## config.mk

```make
export PLATFORM = sky130hd
export DESIGN_NAME = dtmr_top
export DESIGN_NICKNAME = d
export VERILOG_FILES = /design/src/rtl/dtmr_pkg.sv /design/src/rtl/dtmr_regfile.sv /design/src/rtl/dtmr_counter.sv /design/src/rtl/dtmr_pending.sv /design/src/rtl/dtmr_rdmux.sv /design/src/rtl/dtmr_top.sv
export SDC_FILE = /design/constraint.sdc
export NUM_CORES = 1
export LEC_CHECK = 0
export BUFFER_PORTS_ARGS = -buffer_cell sky130_fd_sc_hd__buf_4
export CORE_MARGIN = 5
export CORE_UTILIZATION = 48
export DETAILED_ROUTE_END_ITERATION = 7
export GPL_ROUTABILITY_DRIVEN = 0
export PLACE_DENSITY = 0.67
export SLEW_MARGIN = 25
export SYNTH_ARGS = -nofsm -noshare
export SYNTH_HDL_FRONTEND = slang
export SYNTH_SLANG_ARGS = --single-unit
export TNS_END_PERCENT = 100
```

## constraint.sdc

```tcl
create_clock -name clk -period 10.1 [get_ports clk]
set_input_delay 2.02 -clock clk [delete_from_list [all_inputs] [get_ports clk]]
set_output_delay 2.02 -clock clk [all_outputs]
set_load 0.02 [all_outputs]
```

## src/rtl/dtmr_pkg.sv

```systemverilog
package dtmr_pkg;

    // Width of a software-visible register word and number of words per count
    localparam int WORD_W   = 32;
    localparam int CNT_WORDS = 2;

    // Offsets whose position is decoded by software
    localparam logic [7:0] OFF_START_BASE = 8'h00;
    localparam logic [7:0] OFF_LIVE_BASE  = 8'h08;
    localparam logic [7:0] OFF_PEND       = 8'h18;
    localparam logic [7:0] OFF_CTRL_STD   = 8'h10;
    localparam logic [7:0] OFF_CTRL_ALT   = 8'h1C;

    typedef enum logic {
        MODE_RELOAD = 1'b0,
        MODE_SINGLE = 1'b1
    } cnt_mode_e;

    // Packed so that run lands in bit 0, mode in bit 1, unmask in bit 2
    typedef struct packed {
        logic      unmask;
        cnt_mode_e mode;
        logic      run;
    } ctrl_t;

    localparam int CTRL_W = $bits(ctrl_t);

    function automatic logic [7:0] start_off(input int w);
        return OFF_START_BASE + 8'(w * 4);
    endfunction

    function automatic logic [7:0] live_off(input int w);
        return OFF_LIVE_BASE + 8'(w * 4);
    endfunction

    function automatic logic [7:0] ctrl_off(input bit alt);
        return alt ? OFF_CTRL_ALT : OFF_CTRL_STD;
    endfunction

endpackage

```

## src/rtl/dtmr_regfile.sv

```systemverilog
module dtmr_regfile
    import dtmr_pkg::*;
#(
    parameter int DATA_W   = 32,
    parameter int ADDR_W   = 8,
    parameter bit CTRL_ALT = 1'b0,
    localparam int CNT_W   = CNT_WORDS * DATA_W
) (
    input  logic              clk,
    input  logic              rst,
    input  logic              wr_en,
    input  logic [ADDR_W-1:0] addr,
    input  logic [DATA_W-1:0] wdata,
    output logic [CNT_W-1:0]  start_val,
    output ctrl_t             ctrl,
    output logic              clr_req
);

    localparam logic [ADDR_W-1:0] CTRL_A = ADDR_W'(ctrl_off(CTRL_ALT));
    localparam logic [ADDR_W-1:0] PEND_A = ADDR_W'(OFF_PEND);

    // One storage word per slice of the start value
    for (genvar w = 0; w < CNT_WORDS; w++) begin : g_start
        localparam logic [ADDR_W-1:0] WORD_A = ADDR_W'(start_off(w));
        always_ff @(posedge clk) begin
            if (rst) begin
                start_val[w*DATA_W +: DATA_W] <= '0;
            end else if (wr_en && addr == WORD_A) begin
                start_val[w*DATA_W +: DATA_W] <= wdata;
            end
        end
    end

    always_ff @(posedge clk) begin
        if (rst) begin
            ctrl <= '0;
        end else if (wr_en && addr == CTRL_A) begin
            ctrl <= ctrl_t'(wdata[CTRL_W-1:0]);
        end
    end

    assign clr_req = wr_en && (addr == PEND_A) && wdata[0];

endmodule

```

## src/rtl/dtmr_counter.sv

```systemverilog
module dtmr_counter
    import dtmr_pkg::*;
#(
    parameter int CNT_W = 64
) (
    input  logic             clk,
    input  logic             rst,
    input  ctrl_t            ctrl,
    input  logic [CNT_W-1:0] start_val,
    output logic [CNT_W-1:0] count,
    output logic             expire
);

    logic run_q;
    logic spent;
    logic start;
    logic at_zero;

    assign start   = ctrl.run && !run_q;
    assign at_zero = (count == '0);
    assign expire  = ctrl.run && run_q && at_zero && !spent;

    always_ff @(posedge clk) begin
        if (rst) begin
            count <= '0;
            run_q <= 1'b0;
            spent <= 1'b0;
        end else begin
            run_q <= ctrl.run;
            if (start) begin
                count <= start_val;
                spent <= 1'b0;
            end else if (ctrl.run) begin
                if (at_zero) begin
                    if (ctrl.mode == MODE_RELOAD) begin
                        count <= start_val;
                    end else begin
                        spent <= 1'b1;
                    end
                end else begin
                    count <= count - 1'b1;
                end
            end
        end
    end

endmodule

```

## src/rtl/dtmr_pending.sv

```systemverilog
module dtmr_pending (
    input  logic clk,
    input  logic rst,
    input  logic expire,
    input  logic clr_req,
    input  logic unmask,
    output logic pend,
    output logic irq
);

    // A pass through zero outranks a clearing write on the same edge
    always_ff @(posedge clk) begin
        if (rst) begin
            pend <= 1'b0;
        end else if (expire) begin
            pend <= 1'b1;
        end else if (clr_req) begin
            pend <= 1'b0;
        end
    end

    assign irq = pend && unmask;

endmodule

```

## src/rtl/dtmr_rdmux.sv

```systemverilog
module dtmr_rdmux
    import dtmr_pkg::*;
#(
    parameter int DATA_W   = 32,
    parameter int ADDR_W   = 8,
    parameter bit CTRL_ALT = 1'b0,
    localparam int CNT_W   = CNT_WORDS * DATA_W
) (
    input  logic [ADDR_W-1:0] addr,
    input  logic [CNT_W-1:0]  start_val,
    input  logic [CNT_W-1:0]  count,
    input  ctrl_t             ctrl,
    input  logic              pend,
    output logic [DATA_W-1:0] rdata
);

    localparam logic [ADDR_W-1:0] CTRL_A = ADDR_W'(ctrl_off(CTRL_ALT));
    localparam logic [ADDR_W-1:0] PEND_A = ADDR_W'(OFF_PEND);

    always_comb begin
        rdata = '0;
        for (int w = 0; w < CNT_WORDS; w++) begin
            if (addr == ADDR_W'(start_off(w))) rdata = start_val[w*DATA_W +: DATA_W];
            if (addr == ADDR_W'(live_off(w)))  rdata = count[w*DATA_W +: DATA_W];
        end
        if (addr == CTRL_A) rdata = {{(DATA_W-CTRL_W){1'b0}}, ctrl};
        if (addr == PEND_A) rdata = {{(DATA_W-1){1'b0}}, pend};
    end

endmodule

```

## src/rtl/dtmr_top.sv

```systemverilog
module dtmr_top
    import dtmr_pkg::*;
#(
    parameter int DATA_W   = 32,
    parameter int ADDR_W   = 8,
    parameter bit CTRL_ALT = 1'b0
) (
    input  logic              clk,
    input  logic              rst,
    input  logic              psel,
    input  logic              penable,
    input  logic              pwrite,
    input  logic [ADDR_W-1:0] paddr,
    input  logic [DATA_W-1:0] pwdata,
    output logic [DATA_W-1:0] prdata,
    output logic              irq
);

    localparam int CNT_W = CNT_WORDS * DATA_W;

    logic              wr_en;
    logic [CNT_W-1:0]  start_val;
    logic [CNT_W-1:0]  count;
    ctrl_t             ctrl_q;
    logic              clr_req;
    logic              expire;
    logic              pend;
    logic [DATA_W-1:0] rd_word;

    assign wr_en  = psel && penable && pwrite;
    assign prdata = psel ? rd_word : '0;

    dtmr_regfile #(
        .DATA_W  (DATA_W),
        .ADDR_W  (ADDR_W),
        .CTRL_ALT(CTRL_ALT)
    ) u_regs (
        .clk      (clk),
        .rst      (rst),
        .wr_en    (wr_en),
        .addr     (paddr),
        .wdata    (pwdata),
        .start_val(start_val),
        .ctrl     (ctrl_q),
        .clr_req  (clr_req)
    );

    dtmr_counter #(
        .CNT_W(CNT_W)
    ) u_cnt (
        .clk      (clk),
        .rst      (rst),
        .ctrl     (ctrl_q),
        .start_val(start_val),
        .count    (count),
        .expire   (expire)
    );

    dtmr_pending u_pend (
        .clk    (clk),
        .rst    (rst),
        .expire (expire),
        .clr_req(clr_req),
        .unmask (ctrl_q.unmask),
        .pend   (pend),
        .irq    (irq)
    );

    dtmr_rdmux #(
        .DATA_W  (DATA_W),
        .ADDR_W  (ADDR_W),
        .CTRL_ALT(CTRL_ALT)
    ) u_rd (
        .addr     (paddr),
        .start_val(start_val),
        .count    (count),
        .ctrl     (ctrl_q),
        .pend     (pend),
        .rdata    (rd_word)
    );

endmodule

```

==> results.md <==
- Number of fill cells: 1694
- Final setup violating endpoints: 0
- Layout area overhead: 13.1%
- Syn Area/Cell: between 7 and 8 um^2
- Die area: a little over 0.02 mm^2
- Worst min-delay path category: register to register
- Worst Setup End Kind: output port
- CP Max Fanout: 19
- CTS tree: yes
- Drt wl/cell: 19.6 um
- Place WS: 3.34 ns
- Maximum vdd drop: about 110 uV
- #FFs+latches synth: between 100 and 150
- Number of global-route vias before repair: 8013
- EDFF count, synth: 0
- Fin nets: about 1200
- Postcts setup bufs: 0
- I/O Buffers: 77
- Min Hold Slack: around 0.47 ns
- Sequential area share after synthesis: 31.6%
- Final hold violations: 0
- Clk Latency, worst-skew pair: 0.43 ns
- Setup CP Type: input pin to output port
- Clk root buf: clkbuf_16
- Fin crit period: a little under 7 ns
- Placed Cells: 1325
- Post-route ant nets: 0
- Final Skew: roughly 0.0086 ns
- Worst slew pin tran: between 1 and 1.5 ns
- Drt drc: 0
- Register area: 0.00268 mm^2
- Lkg Pwr: 3.49 nW
- Top-level port count: between 70 and 80
- Distinct cells, synth: 59
- Worst Path Required: just over 8 ns
- Power Density: between 100 and 150 mW/mm^2
- Final period utilization: 67.1%
- Most area-consuming cells after synthesis: dfxtp_1 (32%), o32ai_2 (9.2%), nand2_1 (8.4%)
- Post-CTS sizing: 0
- Fmax: between 100 and 150 MHz
- Setup TNS: 0 ns
- DR vias/cell: ~6.2
- Core area: 0.0173 mm^2
- Predominant post-synthesis flop cell: dfxtp_1
- Inserted Diodes: 0
- Share of layout cells above drive strength 1: between 10% and 20%
- Cell Area, Synth: around 0.0085 mm^2
- First-pass GRT wire length: between 40000 and 50000 um
- Cell with the largest stage delay on the worst path: nor3b_4
- Fin. max-slew vios: 0
- Mapped Nets: around 1100
- Yosys warnings: 0
- Commonest cells post-synth: nand2_1 (189), dfxtp_1 (134), a21oi_1 (117)
- Drt total wl: approximately 27000 um
- Area of the multi-input gates: a little over 0.005 mm^2
- Worst setup margin: roughly 3.3 ns
- Clock slew at reported path FFs: 0.05 ns
- CTS max path bufs: 2
- Row Count: 48
- Max incr delay on CP: between 0.7 and 0.8 ns
- Max-cap viol count: 0
- Area leader, netlist: dfxtp_1
- Initial antenna violation count: 0
- Gr ovfl total: 0
- Largest net degree at the start of global routing: 76
- Post-Syn Instances: about 1100
- Slew Limit Headroom: 26.7%
- Asr flop ratio synth: 0%
- Cts hold-fix bufs: 0
- Status: complete, no violations
- Unrepaired setup endpoints after global routing: no
- Clock buffer count from CTS: 17
- Chip Height: 143 um
- Most used cell, CP: buf_4
- Starting Density: slightly below 50%
- First-iteration detailed-routing DRC count: ~800
- Vias: roughly 8400
- All-Layer GR Usage: a little over a quarter
- Crit path cell chain: buf_4 -> or4_1 -> nor3_2 -> buf_4 -> nor3b_4 -> buf_4 -> a22oi_1 -> nor2_1 -> buf_4
- Most instantiated library cell after synthesis: nand2_1
- Sink Count: around 130
- CP arrival: between 4 and 5 ns
- Die width: ~140 um
- CP startpoint kind: input pin
- H-tree Lvls: 4
- Synth top area share: 31.6%
- DRT Pass-1 Iters: 6
- Dpl hpwl: 17800 um
- Final std cells w/o fill: 1356
==> placed cells by master, fill, tap and decap left out, types with 4 or more instances in the layout <==
master,instances
mux2i_1,60
nor3_1,35
a22oi_1,30
a221oi_1,6
or4_1,8
o21ai_0,41
and4_1,5
a21oi_1,116
buf_4,94
nor2_1,75
nand3_1,33
and2_1,6
clkbuf_1,7
nand2_1,189
a211oi_1,4
clkbuf_16,17
nand4_1,23
or3_1,14
dfxtp_1,134
nor4_1,27
and3_1,6
a22o_1,29
o32ai_2,48
inv_1,65
nor2b_1,4
==> cells by family after synthesis <==
kind of cell    Yosys count  share of synthesized area, %
mux                      62                          7.48
compound gates          298                          27.5
flops                   134                          31.6
fa+ha+maj                 2                         0.295
simple gates            445                          24.9
buf+inv                 151                          8.23
==> metal layers <==
metal | track usage [%] | wire (um) | vias up
li1 | - | - | 4022
met1 | 37.7 | 12000 | 3995
met2 | 41.2 | 12000 | 323
met3 | 4.45 | 2130 | 31
met4 | 6.50 | 344 | 0
met5 | 0 | 0 | -
==> flip-flops by register name (all words and copies together), names as in the netlist <==
name	flops
u_cnt.spent	1
u_pend.pend	1
u_cnt.count	64
u_cnt.run_q	1
u_regs.start_val	64
u_regs.ctrl	3
==> path summary, 6_finish.rpt <==
path	start	end	slack (ns)	cells after the start
worst max-delay path	paddr[7]	prdata[15]	3.32	9
worst min-delay path	u_regs.start_val[32]	u_regs.start_val[32]	0.47	2
worst max register to register	u_cnt.count[28]	u_cnt.count[14]	5.50	7
worst min register to register	u_regs.start_val[32]	u_regs.start_val[32]	0.47	2
==> report_power, final <==
group,internal [W],switching [W],leakage (nW)
Clock,0.000356,0.000228,0.265
Combinational,0.0000149,0.0000321,2.15
Sequential,0.000529,0.000000113,1.08
Total,0.000899,0.000261,3.49
==> worst max-delay path, delay by kind of cell <==
kind / cells / cell delay (ns)
AND/OR/NAND/NOR: 4 / 1.63
AO/OA/AOI/OAI: 1 / 0.13
buffers and inverters: 4 / 0.95
==> per-stage QoR <==
| step | power (W) | cell area [um^2] | utilization (%) |
|---|---|---|---|
| after floorplan | 0.000563 | 8490 | - |
| after global placement | 0.000587 | 9050 | 52.3 |
| after detailed placement | 0.000587 | 9060 | 52.4 |
| after CTS | 0.00116 | 9600 | 55.5 |
| after global routing | 0.00119 | 9600 | 55.5 |
| final | 0.00116 | 9600 | 55.5 |
==> area by class of cell <==
class	count	share of cell area (%)
Timing Repair Buffer	94	7.35
Clock buffer	27	5.14
Multi-Input combinational cell	807	53.6
Sequential cell	134	28.0
Tap cell	225	2.93
Inverter	65	2.54
Clock inverter	4	0.469
Note: power is estimated with default switching activity, not from simulation.
